### src/rtl/csa_colred_pkg.sv
package csa_colred_pkg;

  // Operand count after one level of 3:2 compression.
  function automatic int next_count(input int n);
    return 2 * (n / 3) + (n % 3);
  endfunction

  // Operand count after a given number of levels.
  function automatic int count_at(input int n, input int lvl);
    int c;
    c = n;
    for (int i = 0; i < lvl; i++) c = next_count(c);
    return c;
  endfunction

  // Levels needed to reach two operands.
  function automatic int levels_for(input int n);
    int c;
    int l;
    c = n;
    l = 0;
    while (c > 2) begin
      c = next_count(c);
      l++;
    end
    return l;
  endfunction

endpackage

### src/rtl/csa_compressor.sv
module csa_compressor #(
  parameter int W = 8
) (
  input  logic [W-1:0] in_a,
  input  logic [W-1:0] in_b,
  input  logic [W-1:0] in_c,
  output logic [W-1:0] sum_o,
  output logic [W-1:0] carry_o
);
  logic [W-1:0] maj;

  always_comb begin
    sum_o   = in_a ^ in_b ^ in_c;
    maj     = (in_a & in_b) | (in_a & in_c) | (in_b & in_c);
    carry_o = {maj[W-2:0], 1'b0};
  end
endmodule

### src/rtl/csa_low_tree.sv
module csa_low_tree
  import csa_colred_pkg::*;
#(
  parameter int N     = 64,
  parameter int LOW_W = 2,
  parameter int ACC_W = 8
) (
  input  logic [LOW_W-1:0] low_ops [N],
  output logic [ACC_W-1:0] sum_vec,
  output logic [ACC_W-1:0] carry_vec
);
  localparam int LEVELS = levels_for(N);

  logic [ACC_W-1:0] ops [LEVELS+1][N];

  for (genvar i = 0; i < N; i++) begin : g_in
    assign ops[0][i] = {{(ACC_W-LOW_W){1'b0}}, low_ops[i]};
  end

  for (genvar l = 1; l <= LEVELS; l++) begin : g_lvl
    localparam int PREV = count_at(N, l - 1);
    localparam int CUR  = count_at(N, l);
    localparam int GRP  = PREV / 3;
    localparam int REM  = PREV % 3;

    for (genvar g = 0; g < GRP; g++) begin : g_csa
      csa_compressor #(.W(ACC_W)) u_cmp (
        .in_a   (ops[l-1][3*g]),
        .in_b   (ops[l-1][3*g+1]),
        .in_c   (ops[l-1][3*g+2]),
        .sum_o  (ops[l][2*g]),
        .carry_o(ops[l][2*g+1])
      );
    end
    for (genvar r = 0; r < REM; r++) begin : g_pass
      assign ops[l][2*GRP+r] = ops[l-1][3*GRP+r];
    end
    for (genvar k = CUR; k < N; k++) begin : g_zero
      assign ops[l][k] = '0;
    end
  end

  assign sum_vec   = ops[LEVELS][0];
  assign carry_vec = ops[LEVELS][1];
endmodule

### src/rtl/csa_msb_counter.sv
module csa_msb_counter #(
  parameter int N     = 64,
  parameter int CNT_W = 7
) (
  input  logic [N-1:0]     msb_bits,
  output logic [CNT_W-1:0] msb_cnt
);
  always_comb begin
    msb_cnt = '0;
    for (int i = 0; i < N; i++) begin
      msb_cnt = msb_cnt + CNT_W'(msb_bits[i]);
    end
  end
endmodule

### src/rtl/csa_merge_adder.sv
module csa_merge_adder #(
  parameter int ACC_W  = 8,
  parameter int CNT_W  = 7,
  parameter int OUT_W  = 9,
  parameter int NEG_SH = 2
) (
  input  logic [ACC_W-1:0]        sum_vec,
  input  logic [ACC_W-1:0]        carry_vec,
  input  logic [CNT_W-1:0]        msb_cnt,
  output logic signed [OUT_W-1:0] total
);
  logic [OUT_W-1:0] pos_part;
  logic [OUT_W-1:0] neg_part;

  always_comb begin
    pos_part = OUT_W'(sum_vec) + OUT_W'(carry_vec);
    neg_part = OUT_W'(msb_cnt) << NEG_SH;
    total    = $signed(pos_part - neg_part);
  end
endmodule

### src/rtl/csa_column_reducer.sv
module csa_column_reducer #(
  parameter int N       = 64,
  parameter int PW      = 3,
  parameter bit REG_OUT = 1'b1
) (
  input  logic                                        clk,
  input  logic                                        rst_n,
  input  logic                                        signed_mode,
  input  logic [N*PW-1:0]                             prod_bus,
  output logic signed [$clog2(N*(2**(PW-1)))+1-1:0]   col_sum
);
  localparam int LOW_W   = PW - 1;
  localparam int LOW_MAX = (2**LOW_W) - 1;
  localparam int NEG_WT  = 2**LOW_W;
  localparam int ACC_W   = $clog2(N*LOW_MAX + 1);
  localparam int CNT_W   = $clog2(N + 1);
  localparam int OUT_W   = $clog2(N*NEG_WT) + 1;
  localparam logic signed [OUT_W-1:0] MAX_POS = OUT_W'(N*LOW_MAX);
  localparam logic signed [OUT_W-1:0] MIN_NEG = -OUT_W'(N*NEG_WT);

  logic [N-1:0]             msb_bits;
  logic [LOW_W-1:0]         low_ops [N];
  logic [ACC_W-1:0]         tree_sum;
  logic [ACC_W-1:0]         tree_carry;
  logic [CNT_W-1:0]         msb_cnt;
  logic signed [OUT_W-1:0]  sum_comb;

  // Split each product: top bit gated by mode, low bits to the tree.
  for (genvar i = 0; i < N; i++) begin : g_split
    assign msb_bits[i] = prod_bus[i*PW + PW - 1] & signed_mode;
    assign low_ops[i]  = prod_bus[i*PW +: LOW_W];
  end

  csa_msb_counter #(.N(N), .CNT_W(CNT_W)) u_cnt (
    .msb_bits(msb_bits),
    .msb_cnt (msb_cnt)
  );

  csa_low_tree #(.N(N), .LOW_W(LOW_W), .ACC_W(ACC_W)) u_tree (
    .low_ops  (low_ops),
    .sum_vec  (tree_sum),
    .carry_vec(tree_carry)
  );

  csa_merge_adder #(.ACC_W(ACC_W), .CNT_W(CNT_W), .OUT_W(OUT_W), .NEG_SH(LOW_W)) u_merge (
    .sum_vec  (tree_sum),
    .carry_vec(tree_carry),
    .msb_cnt  (msb_cnt),
    .total    (sum_comb)
  );

  if (REG_OUT) begin : g_reg
    logic signed [OUT_W-1:0] sum_q;
    logic signed [OUT_W-1:0] sum_d;

    always_comb begin
      sum_d = sum_comb;
    end

    always_ff @(posedge clk or negedge rst_n) begin
      if (!rst_n) sum_q <= '0;
      else        sum_q <= sum_d;
    end

    assign col_sum = sum_q;

    // registered output is the previous cycle's reduced value
    assert_latency_R4: assert property (@(posedge clk) disable iff (!rst_n)
      1'b1 |=> (col_sum == $past(sum_comb)));
  end else begin : g_comb
    assign col_sum = sum_comb;
  end

  // no set top bit reaches the counter in unsigned mode
  assert_msb_gated_R3: assert property (@(posedge clk) disable iff (!rst_n)
    !signed_mode |-> (msb_cnt == '0));

  // unsigned result never negative and never above the magnitude ceiling
  assert_unsigned_range_R3: assert property (@(posedge clk) disable iff (!rst_n)
    !signed_mode |-> (sum_comb >= 0 && sum_comb <= MAX_POS));

  // signed result stays inside the reachable window
  assert_signed_range_R2: assert property (@(posedge clk) disable iff (!rst_n)
    signed_mode |-> (sum_comb >= MIN_NEG && sum_comb <= MAX_POS));

  // an all-zero column reduces to zero in either mode
  assert_zero_column_R1: assert property (@(posedge clk) disable iff (!rst_n)
    (prod_bus == '0) |-> (sum_comb == '0));

endmodule

### config.mk
export PLATFORM = sky130hd
export DESIGN_NAME = csa_column_reducer
export DESIGN_NICKNAME = d
export VERILOG_FILES = /design/src/rtl/csa_colred_pkg.sv /design/src/rtl/csa_compressor.sv /design/src/rtl/csa_low_tree.sv /design/src/rtl/csa_msb_counter.sv /design/src/rtl/csa_merge_adder.sv /design/src/rtl/csa_column_reducer.sv
export SDC_FILE = /design/constraint.sdc
export NUM_CORES = 1
export LEC_CHECK = 0
export ABC_AREA = 0
export BUFFER_PORTS_ARGS = -buffer_cell sky130_fd_sc_hd__buf_2
export CORE_MARGIN = 2
export CORE_UTILIZATION = 32
export DETAILED_ROUTE_END_ITERATION = 7
export PLACE_DENSITY_LB_ADDON = 0.2
export SLEW_MARGIN = 25
export SYNTH_ARGS = -nofsm -noshare
export SYNTH_HDL_FRONTEND = slang
export SYNTH_SLANG_ARGS = --single-unit
### constraint.sdc
create_clock -name clk -period 1.03 [get_ports clk]
set_clock_uncertainty 0.05 [all_clocks]
set_input_delay 0.103 -clock clk [delete_from_list [all_inputs] [get_ports clk]]
set_output_delay 0.103 -clock clk [all_outputs]
set_load 0.02 [all_outputs]
Word level (Yosys, flattened, before mapping)
Index checks and enable logic that the tools add are counted.

word-level totals
  register bits after elaboration = 9
  input bits = 195
  output and inout bits = 9
  logic and storage cells = 564

cells by class
  $add $sub $neg = 65
  bitwise gates (word level) = 498

operators by type and width
  cell                                          number
  7-bit bitwise AND                             86
  7-bit bitwise OR                              82
  7-bit by 1-bit adder with 7-bit output        62
  8-bit bitwise XOR                             49
  2-bit bitwise AND                             63
  3-bit by 7-bit bitwise AND with 7-bit output  14
  7-bit by 3-bit bitwise AND with 7-bit output  14
  2-bit bitwise OR                              42
  2-bit bitwise XOR                             42
  1-bit bitwise AND                             64
  8-bit by 2-bit bitwise XOR with 8-bit output  8
  3-bit bitwise AND                             7
  2-bit by 3-bit bitwise XOR with 3-bit output  7
  3-bit by 2-bit bitwise XOR with 3-bit output  7
  3-bit bitwise XOR                             7
  3-bit by 8-bit bitwise XOR with 8-bit output  2
  8-bit by 3-bit bitwise XOR with 8-bit output  2
  7-bit by 2-bit bitwise AND with 7-bit output  2
  8-bit by 8-bit adder with 9-bit output        1
  9-bit subtractor                              1
  1-bit by 1-bit adder with 2-bit output        1

Longest topological paths before layout
Gate-level depths: netlist of the first run.

  depth after elaboration = 65
  mapped depth = 30
  mapped depth without buffers = 28

Hierarchy
From an unflattened synthesis of the first run, not the netlist that was laid out.

second synthesis, totals
  cell total of the unflattened synthesis = 942
  area, all modules = 13867.0 um^2

by module, submodules not included
  module              instances  cells an instance  area each (um^2)  seq. area each (um^2)
  csa_compressor      62         10                 175.2             0.0
  csa_msb_counter     1          172                1729.2            0.0
  csa_column_reducer  1          79                 735.7             225.2
  csa_merge_adder     1          70                 538.0             0.0
  csa_low_tree        1          1                  3.8               0.0

Least setup slack after synthesis of the first run
Ideal clock, no wire load.

  path kind = input to register
  start point = input port signed_mode
  end point = register g_reg.sum_q[8], in the netlist col_sum[8]
  arrival = 7.482 ns
  data required time = 0.855 ns
  slack = -6.628 ns
  stages on the path = 26
  path buffers = 2
  cells stage by stage = clkbuf_1 clkbuf_1 nand2_1 fa_1 inv_1 fa_1 inv_1 fa_1 fa_1 fa_1 fa_1 fa_1 inv_1 fa_1 fa_1 inv_1 fa_1 inv_1 fa_1 inv_1 ha_1 o21a_1 o31a_1 or4_1 a31oi_1 xnor2_1

between the ends
  cells in the longest elaborated chain, start to end = 65
  elaborated cells on any way between the ends = 128
  classes of those cells = 64 x add/sub; 64 x bitwise

RTL lines
  what                                                   RTL line                  text
  start, declared                                        csa_column_reducer.sv:8   input logic signed_mode,
  1-bit bitwise AND                                      csa_column_reducer.sv:30  assign msb_bits[i] = prod_bus[i*PW + PW - 1] & signed_mode;
  1-bit by 1-bit adder with 2-bit output                 csa_msb_counter.sv:11     msb_cnt = msb_cnt + CNT_W'(msb_bits[i]);
  7-bit by 1-bit adder with 7-bit output (61 in series)  csa_msb_counter.sv:11
  7-bit by 1-bit adder with 7-bit output (*)             csa_msb_counter.sv:11
  9-bit subtractor (*)                                   csa_merge_adder.sv:18     total = $signed(pos_part - neg_part);
  via g_reg.sum_d[8]                                     csa_column_reducer.sv:54  logic signed [OUT_W-1:0] sum_d;
  end signal, assigned                                   csa_column_reducer.sv:62  else sum_q <= sum_d;
  end, declared                                          csa_column_reducer.sv:53  logic signed [OUT_W-1:0] sum_q;

Mark *: on every way through the listed nets, which the timed path passes. The rest lies on a longest branch.

Worst setup path after layout of the first run
  start point = input port prod_bus[5]
  end point = register g_reg.sum_q[8], in the netlist col_sum[8]

between the ends
  cells in the longest elaborated chain, start to end = 65

RTL lines
  what                                                   RTL line                  text
  start, declared                                        csa_column_reducer.sv:9   input logic [N*PW-1:0] prod_bus,
  1-bit bitwise AND                                      csa_column_reducer.sv:30
  1-bit by 1-bit adder with 2-bit output                 csa_msb_counter.sv:11
  7-bit by 1-bit adder with 7-bit output (62 in series)  csa_msb_counter.sv:11
  9-bit subtractor                                       csa_merge_adder.sv:18
  via g_reg.sum_d[8]                                     csa_column_reducer.sv:54

The timed path passes the listed nets, and every way through them passes these cells.

==> impl_metrics.toml, run 1 <==
[clocking]
clk_root_buffer_cell = "sky130_fd_sc_hd__clkbuf_16"
clkSlewWorstSetupHoldPaths_ns = 0.04
tritoncts_num_sinks = 9
tritoncts = "yes"
number_of_buffers_on_the_longest_clock_path = 2
cts_max_level = 1
tritoncts.num_buffers = 3

[floorplan]
die_area_mm2 = 0.0210
initial_core_util_pct = 32.6
core_area_mm2 = 0.0195
die_w_um = 145
core.rowCount = 51
die_height_um = 145
floorplan.io_pins = 204

[timing]
slew_violations = 0
timing.max_slew.rel_slack_pct = 81.5
worstMarginPinSlew_ns = 0.277
holdWs_ns = 0.0702
maxClockFrequency_mhz = 140
final-setup-viol-count = 9
layout_worst_path_cycle_share_pct = 694
post-route-worst-setup-slack_ns = -6.12
report.final.hold_viol_count = 0
min_tclk_post_route_ns = 7.15
unrepaired_setup_endpoints_after_global_routing = "true"

[critical_path]
worst_setup_path_end_kind = "register"
path_max_fanout = 2
worst_ep_required_time_ns = 1.13
critPathLaunchType = "input port"
criticalPathCategory = "input port to register"
data_arrival_time_of_the_critical_path_ns = 7.25
crit_start = "prod_bus[5]"

[synthesis]
post-synth-top-area-fraction_pct = 54.9
post_synthesis_sequential_area_ratio_pct = 3.55
synthesis.yosys.warnings = 0
synth_area_per_cell_um2 = 9.80
async_flop_share_pct = 100
synth_edf_count = 0
synthCells = 648
synth.distinct_cells = 24
ys_ff_latch = 9
synth.most_common_cell = "sky130_fd_sc_hd__inv_1"
dominantRegCellSynth = "sky130_fd_sc_hd__dfrtp_1"
synth.area.top_cells = "sky130_fd_sc_hd__fa_1 55%, sky130_fd_sc_hd__inv_1 16%, sky130_fd_sc_hd__ha_1 16%, sky130_fd_sc_hd__dfrtp_1 3.5%, sky130_fd_sc_hd__and2_1 2.9%"
commonest_cells_in_the_netlist = "272 x sky130_fd_sc_hd__inv_1, 174 x sky130_fd_sc_hd__fa_1, 81 x sky130_fd_sc_hd__ha_1, 35 x sky130_fd_sc_hd__nand2_1, 29 x sky130_fd_sc_hd__and2_1"
synth_area_mm2 = 0.00635
syn_nets = 1098
yosys.area.top_type = "sky130_fd_sc_hd__fa_1"

[routing]
via_count = 4494
post_drt_wl_per_cell_um = 10.4
routed_via_density = 3.89
route.detailed.drc = 0
drt_first_iter_violations = 31
antenna_violating_nets_post_route = 0
wirelength_mm = 12.1
firstDrtPassIters = 4

[job]
cap_viol_max_count = 0

[status]
violations = "setup timing"
run_status = "complete, but fails checks"

[global_route]
globalRouteTotalUtil_pct = 11.7
number_of_global_route_vias_before_repair = 4813
number_of_antenna_violations_at_the_first_check_in_global_routing = 0
grt_max_degree = 16
overflow = 0
grt_pass1_wl_mm = 20.1

[cells_and_area]
largest_register_ffs = 9
multi_input_gate_area_in_the_final_layout_mm2 = 0.00541
register_cell_area_after_layout_um2 = 225
layout.nets = 1340
final_cell_count_no_fill = 1154
post-route-cell-area_mm2 = 0.00854
drive_gt1_share_pct = 34.9
fill_cells = 1928
insertedDiodeCount = 0
layout-area-overhead-vs-synth_pct = 34.5

[worst_hold_path]
min-delay-path-class = "input port to register"
min_from = "prod_bus[189]"

[place]
gp_congestion = 0.776
post-place-ws_ns = -6.69
placed_cell_area_mm2 = 0.00799
dpl.hpwl_mm = 11.6
port_buffers = 203
placed_cells_incl_taps = 1141
cell type report:
type / count / share of cell area, %
clock buffers: 4 / 0.923
inverters: 272 / 12.0
multi-input cells: 360 / 63.3
flip-flops and latches: 9 / 2.64
well taps: 265 / 3.88
repair buffers: 244 / 17.2
stage by stage:
stage | utilization, % | TNS [ns]
after floorplan | - | -45.98
after global placement | 41.1 | -49.84
after detailed placement | 41.1 | -50.57
after CTS | 43.2 | -45.88
after global routing | 43.9 | -47.50
final | 43.9 | -46.06
routing by layer:
metal / track usage, % / vias up / routed length (µm)
li1: - / 2263 / -
met1: 16.5 / 2127 / 5530
met2: 20.9 / 100 / 6060
met3: 0.526 / 4 / 445
met4: 0.460 / 0 / 17
met5: 0 / - / 0
cells by family after synthesis:
| group | after synthesis | share of synthesized area, % |
|---|---|---|
| XOR/XNOR | 8 | 1.10 |
| flip-flops | 9 | 3.55 |
| AO/OA/AOI/OAI | 21 | 2.09 |
| AND/OR/NAND/NOR | 76 | 5.95 |
| buffers and inverters | 279 | 16.5 |
| adder cells (fa/ha/maj) | 255 | 70.8 |
critical path, stage by stage:
cell	delay, ns
sky130_fd_sc_hd__buf_2	0.10
sky130_fd_sc_hd__and2_4	0.15
sky130_fd_sc_hd__ha_4	0.25
sky130_fd_sc_hd__inv_2	0.03
sky130_fd_sc_hd__fa_1	0.48
sky130_fd_sc_hd__fa_1	0.44
sky130_fd_sc_hd__fa_1	0.53
sky130_fd_sc_hd__fa_1	0.44
sky130_fd_sc_hd__fa_1	0.53
sky130_fd_sc_hd__fa_1	0.44
sky130_fd_sc_hd__fa_1	0.49
sky130_fd_sc_hd__inv_1	0.05
sky130_fd_sc_hd__fa_1	0.49
sky130_fd_sc_hd__fa_2	0.22
sky130_fd_sc_hd__inv_2	0.04
sky130_fd_sc_hd__fa_2	0.56
sky130_fd_sc_hd__inv_2	0.04
sky130_fd_sc_hd__fa_1	0.54
sky130_fd_sc_hd__inv_2	0.05
sky130_fd_sc_hd__ha_4	0.23
sky130_fd_sc_hd__o21a_1	0.17
sky130_fd_sc_hd__o31a_1	0.11
sky130_fd_sc_hd__or4_1	0.41
sky130_fd_sc_hd__a31oi_2	0.21
sky130_fd_sc_hd__xnor2_1	0.14
placed cells by master, fill, tap and decap left out, types with 3 or more instances in the layout:
| cell type | synthesis | final |
|---|---|---|
| sky130_fd_sc_hd__nor2_1 | 5 | 4 |
| sky130_fd_sc_hd__buf_4 | 0 | 29 |
| sky130_fd_sc_hd__a21oi_2 | 0 | 3 |
| sky130_fd_sc_hd__fa_1 | 174 | 161 |
| sky130_fd_sc_hd__buf_16 | 0 | 3 |
| sky130_fd_sc_hd__and2_1 | 29 | 23 |
| sky130_fd_sc_hd__o21ai_0 | 4 | 3 |
| sky130_fd_sc_hd__ha_1 | 81 | 62 |
| sky130_fd_sc_hd__inv_2 | 0 | 14 |
| sky130_fd_sc_hd__buf_2 | 0 | 197 |
| sky130_fd_sc_hd__inv_1 | 272 | 257 |
| sky130_fd_sc_hd__buf_6 | 0 | 12 |
| sky130_fd_sc_hd__nand2_1 | 35 | 32 |
| sky130_fd_sc_hd__and2_4 | 0 | 6 |
| sky130_fd_sc_hd__dfrtp_1 | 9 | 9 |
| sky130_fd_sc_hd__xnor2_1 | 6 | 5 |
| sky130_fd_sc_hd__a21oi_1 | 6 | 3 |
| sky130_fd_sc_hd__ha_4 | 0 | 19 |
| sky130_fd_sc_hd__fa_2 | 0 | 13 |
| sky130_fd_sc_hd__clkbuf_16 | 0 | 3 |
path summary, 6_finish.rpt:
path | to | slack (ns) | depth (start not counted)
worst max-delay path | col_sum[8] | -6.12 | 25
worst min-delay path | col_sum[0] | 0.07 | 2
max in group asynchronous | col_sum[3] | 0.56 | 2
min in group asynchronous | col_sum[8] | 0.20 | 2
repair_timing:
| item | 4_1_cts | 5_1_grt |
|---|---|---|
| cloned | 2 | 0 |
| endpoints found under the hold margin | 9 | 0 |
| setup endpoints to repair | 9 | 9 |
| hold buffers | 1 | 0 |
| pin swaps | 38 | 38 |
| gates resized for setup | 48 | 26 |
| setup buffers | 8 | 1 |
Power of run 1 is left out: the tool's default activity adds up to more than one toggle a clock period on the data nets, which glitch-free logic cannot reach.
==> run 2, diff against run 1 <==
--- a/config.mk
+++ b/config.mk
@@ -8,7 +8,7 @@
 export ABC_AREA = 0
 export BUFFER_PORTS_ARGS = -buffer_cell sky130_fd_sc_hd__buf_2
 export CORE_MARGIN = 2
-export CORE_UTILIZATION = 32
+export CORE_UTILIZATION = 30
 export DETAILED_ROUTE_END_ITERATION = 7
 export PLACE_DENSITY_LB_ADDON = 0.2
 export SLEW_MARGIN = 25
==> run 2 against run 1 <==
Net effect:
- the flow still finishes with violations (setup timing)
- fmax about the same
- final area decreased by 1.5%
- non-clock buffer count is 7 lower
- worst hold slack improved by 0.0037 ns
- first-iteration DRC count grew 74%
==> impl_metrics.toml, run 2 (synthesis results as in run 1) <==
[status]
run_status = "complete, but fails checks"
violations = "setup timing"

[clocking]
tritoncts.num_buffers = 3
tritoncts = "yes"
clkSlewWorstSetupHoldPaths_ns = 0.04
tritoncts_num_sinks = 9
number_of_buffers_on_the_longest_clock_path = 2
clk_root_buffer_cell = "sky130_fd_sc_hd__clkbuf_16"
cts_max_level = 1

[cells_and_area]
insertedDiodeCount = 0
layout-area-overhead-vs-synth_pct = 32.5
layout.nets = 1333
final_cell_count_no_fill = 1157
fill_cells = 2149
largest_register_ffs = 9
layout.cells.most_common = "sky130_fd_sc_hd__inv_1"
drive_gt1_share_pct = 32.5
post-route-cell-area_mm2 = 0.00842
mostFrequentLayoutCells = "261 x sky130_fd_sc_hd__inv_1, 198 x sky130_fd_sc_hd__buf_2, 166 x sky130_fd_sc_hd__fa_1"

[global_route]
grt_pass1_wl_mm = 20.3
globalRouteTotalUtil_pct = 11.0
grt_max_degree = 24
overflow = 0
number_of_global_route_vias_before_repair = 4840
number_of_antenna_violations_at_the_first_check_in_global_routing = 0

[routing]
drt_first_iter_violations = 54
antenna_violating_nets_post_route = 0
post_drt_wl_per_cell_um = 10.3
routed_via_density = 3.86
route.detailed.drc = 0
wirelength_mm = 12.0
via_count = 4466
firstDrtPassIters = 4

[floorplan]
core_area_mm2 = 0.0209
die_height_um = 149
initial_core_util_pct = 30.4
floorplan.io_pins = 204
die_w_um = 149
core.rowCount = 53
die_area_mm2 = 0.0223

[job]
cap_viol_max_count = 0

[worst_hold_path]
min-delay-path-class = "input port to register"

[timing]
unrepaired_setup_endpoints_after_global_routing = "true"
slew_violations = 0
maxClockFrequency_mhz = 140
final-setup-viol-count = 9
worstMarginPinSlew_ns = 0.322
layout_worst_path_cycle_share_pct = 695
min_tclk_post_route_ns = 7.15
post-route-worst-setup-slack_ns = -6.12
report.final.hold_viol_count = 0
timing.max_slew.rel_slack_pct = 78.5

[critical_path]
criticalPathCategory = "input port to register"
worst_ep_required_time_ns = 1.12
worst_setup_path_end_kind = "register"
path_max_fanout = 8
data_arrival_time_of_the_critical_path_ns = 7.24
critPathLaunchType = "input port"

[place]
port_buffers = 203
gp_congestion = 0.726
post-place-ws_ns = -6.78
placed_cells_incl_taps = 1147
dpl.hpwl_mm = 11.6
placed_cell_area_mm2 = 0.00796
[run 2: changes by cell type in the layout (fill, tap and decap cells not counted), moves of 2 or more]
cell | before | now
sky130_fd_sc_hd__and2_1 | 23 | 25
sky130_fd_sc_hd__and2_4 | 6 | 4
sky130_fd_sc_hd__buf_4 | 29 | 27
sky130_fd_sc_hd__buf_6 | 12 | 7
sky130_fd_sc_hd__fa_1 | 161 | 166
sky130_fd_sc_hd__fa_2 | 13 | 8
sky130_fd_sc_hd__ha_1 | 62 | 64
sky130_fd_sc_hd__ha_4 | 19 | 17
sky130_fd_sc_hd__inv_1 | 257 | 261
sky130_fd_sc_hd__inv_2 | 14 | 10
[run 2: timing repair]
action / in CTS / in global routing
setup endpoints to repair: 9 / 9
hold buffers: 1 / 0
pin swaps: 30 / 23
gates cloned: 2 / 0
resized for setup: 41 / 13
endpoints found under the hold margin: 9 / 0
buffers inserted: 4 / 2
[run 2: through the flow]
stage                     hold slack [ns]  setup TNS, ns  utilization [%]
after floorplan                    -0.243         -45.98                -
after global placement            -0.0921         -50.40             38.1
after detailed placement          -0.0954         -51.00             38.1
after CTS                          0.0685         -45.91             39.9
after global routing               0.0780         -47.44             40.3
final                              0.0740         -45.84             40.3
[run 2: layout make-up]
| cell class | count | area, µm² | share of cell area, % |
|---|---|---|---|
| inverter | 272 | 1030 | 12.2 |
| multi-input combinational | 360 | 5350 | 63.6 |
| timing repair buffer | 237 | 1390 | 16.5 |
| tap | 275 | 344 | 4.09 |
| sequential | 9 | 225 | 2.68 |
| clock buffer | 4 | 78.8 | 0.937 |
[run 2: layer usage]
metal | vias up | GRT usage [%] | routed length [µm]
li1 | 2253 | - | -
met1 | 2124 | 15.5 | 5410
met2 | 89 | 19.8 | 6180
met3 | 0 | 0.183 | 364
met4 | 0 | 0.714 | 0
met5 | - | 0 | 0
[run 2: critical path, stage by stage]
cell and delay [ns]:
sky130_fd_sc_hd__buf_16 0.11, sky130_fd_sc_hd__and2_4 0.14, sky130_fd_sc_hd__ha_4 0.25, sky130_fd_sc_hd__inv_2 0.03, sky130_fd_sc_hd__fa_1 0.49, sky130_fd_sc_hd__fa_1 0.43
sky130_fd_sc_hd__fa_1 0.55, sky130_fd_sc_hd__fa_1 0.45, sky130_fd_sc_hd__fa_1 0.53, sky130_fd_sc_hd__fa_1 0.43, sky130_fd_sc_hd__fa_1 0.49, sky130_fd_sc_hd__inv_1 0.05
sky130_fd_sc_hd__fa_1 0.50, sky130_fd_sc_hd__fa_2 0.21, sky130_fd_sc_hd__inv_2 0.05, sky130_fd_sc_hd__fa_2 0.56, sky130_fd_sc_hd__inv_2 0.04, sky130_fd_sc_hd__fa_1 0.54
sky130_fd_sc_hd__inv_2 0.05, sky130_fd_sc_hd__ha_4 0.23, sky130_fd_sc_hd__o21a_1 0.16, sky130_fd_sc_hd__o31a_1 0.11, sky130_fd_sc_hd__or4_1 0.39, sky130_fd_sc_hd__a31oi_1 0.21
sky130_fd_sc_hd__xnor2_1 0.15
[run 2: worst paths after layout]
kind	startpoint	endpoint	slack, ns	cells past startpoint
worst max-delay path	signed_mode	col_sum[8]	-6.12	25
worst min-delay path	prod_bus[189]	col_sum[0]	0.07	2
max in group asynchronous	rst_n	col_sum[6]	0.56	2
min in group asynchronous	rst_n	col_sum[1]	0.20	2
Power of run 2 is left out for the same reason.
==> run 3, diff against run 2 <==
==> constraint.sdc (replaced) <==
create_clock -name clk -period 7.6 [get_ports clk]
set_clock_uncertainty 0.05 [all_clocks]
set_input_delay 0.76 -clock clk [delete_from_list [all_inputs] [get_ports clk]]
set_output_delay 0.76 -clock clk [all_outputs]
set_load 0.02 [all_outputs]
==> run 3 against run 2 <==
Net effect:
- the flow still finishes with violations (setup timing)
- wire length is 0.84% lower
- count of clock-buffer cells in the layout is the same
- non-clock buffer count is 3 lower
- sequential share of layout area up 0.064 points
- final area shrank 2.3%
- via count barely moved
- first-iteration DRC count is 26% lower
- critical path type unchanged
- largest cell class unchanged
==> impl_metrics.toml, run 3 (synthesis results as in run 1) <==
[global_route]
overflow = 0
grt_pass1_wl_mm = 21.0
globalRouteTotalUtil_pct = 11.3
number_of_antenna_violations_at_the_first_check_in_global_routing = 0
number_of_global_route_vias_before_repair = 4866
grt_max_degree = 15

[clocking]
clk_root_buffer_cell = "sky130_fd_sc_hd__clkbuf_16"
tritoncts = "yes"
tritoncts.num_buffers = 3
clkSlewWorstSetupHoldPaths_ns = 0.04
cts_max_level = 1
number_of_buffers_on_the_longest_clock_path = 2
tritoncts_num_sinks = 9

[critical_path]
critPathMostFrequentCell = "sky130_fd_sc_hd__fa_1"
criticalPathCategory = "input port to register"
crit_buf_inv = 6
worst_ep_required_time_ns = 7.66
path_max_fanout = 5
crit_path_max_incr_delay_ns = 0.57
critPathLaunchType = "input port"
critPathTopFamily = "adder cells"
worst_setup_path_end_kind = "register"
data_arrival_time_of_the_critical_path_ns = 7.86
timing.critical_path.slowest_stage_cell = "sky130_fd_sc_hd__fa_1"
crit_start = "signed_mode"

[timing]
slew_violations = 0
timing.max_slew.rel_slack_pct = 78.4
holdWs_ns = 0.317
report.final.hold_viol_count = 0
worstMarginPinSlew_ns = 0.324
min_tclk_post_route_ns = 7.81
maxClockFrequency_mhz = 128
unrepaired_setup_endpoints_after_global_routing = "true"
post-route-worst-setup-slack_ns = -0.205
final-setup-viol-count = 1
layout_worst_path_cycle_share_pct = 103

[job]
cap_viol_max_count = 0

[place]
dpl.hpwl_mm = 11.7
port_buffers = 203
gp_congestion = 0.730

[routing]
wirelength_mm = 11.9
via_count = 4465
antenna_violating_nets_post_route = 0
firstDrtPassIters = 4
post_drt_wl_per_cell_um = 10.3
drt_first_iter_violations = 40
routed_via_density = 3.87
route.detailed.drc = 0

[floorplan]
die_height_um = 149
floorplan.io_pins = 204
core.rowCount = 53
die_w_um = 149
core_area_mm2 = 0.0209
initial_core_util_pct = 30.4
die_area_mm2 = 0.0223

[cells_and_area]
layout.nets = 1330
layout.cells.most_common = "sky130_fd_sc_hd__inv_1"
insertedDiodeCount = 0
mostFrequentLayoutCells = "268 x sky130_fd_sc_hd__inv_1, 200 x sky130_fd_sc_hd__buf_2, 172 x sky130_fd_sc_hd__fa_1"
fin_util_pct = 39.4
largest_register_ffs = 9
drive_gt1_share_pct = 29.9
layout-area-overhead-vs-synth_pct = 29.5

[status]
violations = "setup timing"
run_status = "complete, but fails checks"

[worst_hold_path]
min-delay-path-class = "input port to asynchronous set/reset pin"
## run 3: worst max path at each step
| stage | cells past startpoint | end | slack (ns) |
|---|---|---|---|
| after global routing | 25 | col_sum[8] | -0.47 |
| after detailed placement | 25 | col_sum[8] | -0.67 |
| after CTS | 26 | col_sum[8] | -0.21 |
| after floorplan | 26 | col_sum[8] | -0.34 |
| final | 25 | col_sum[8] | -0.21 |
| after global placement | 25 | col_sum[8] | -0.58 |
## run 3: layout make-up
class	instances	area, µm²
clock buffer	4	78.8
fill	2152	12700
inverter	272	1020
multi-input combinational	360	5170
sequential	9	225
tap	275	344
timing repair buffer	234	1380
## run 3: metrics by stage
stage | cells | setup TNS [ns] | setup slack (ns) | instance area (µm²)
global placement | 1143 | -1.77 | -0.585 | 7930
floorplan | 648 | -0.384 | -0.340 | 6450
global route | 1154 | -1.12 | -0.474 | 8220
finish | 1154 | -0.205 | -0.205 | 8220
detailed placement | 1143 | -2.03 | -0.665 | 7930
CTS | 1153 | -0.242 | -0.209 | 8170
## run 3: what timing repair did
action,in CTS,in global routing
pin swaps,24,11
setup buffers,3,2
cloned,3,0
gates resized for setup,23,7
hold buffers,0,0
endpoints found under the setup margin,4,4
## run 3: metal layers
layer	vias to the layer above	share of wire, %	global-route usage, %
li1	2246	-	-
met1	2123	46	16.5
met2	92	51	19.8
met3	4	3.5	0.335
met4	0	0.26	0.857
met5	-	0	0
Power of run 3 is left out for the same reason.
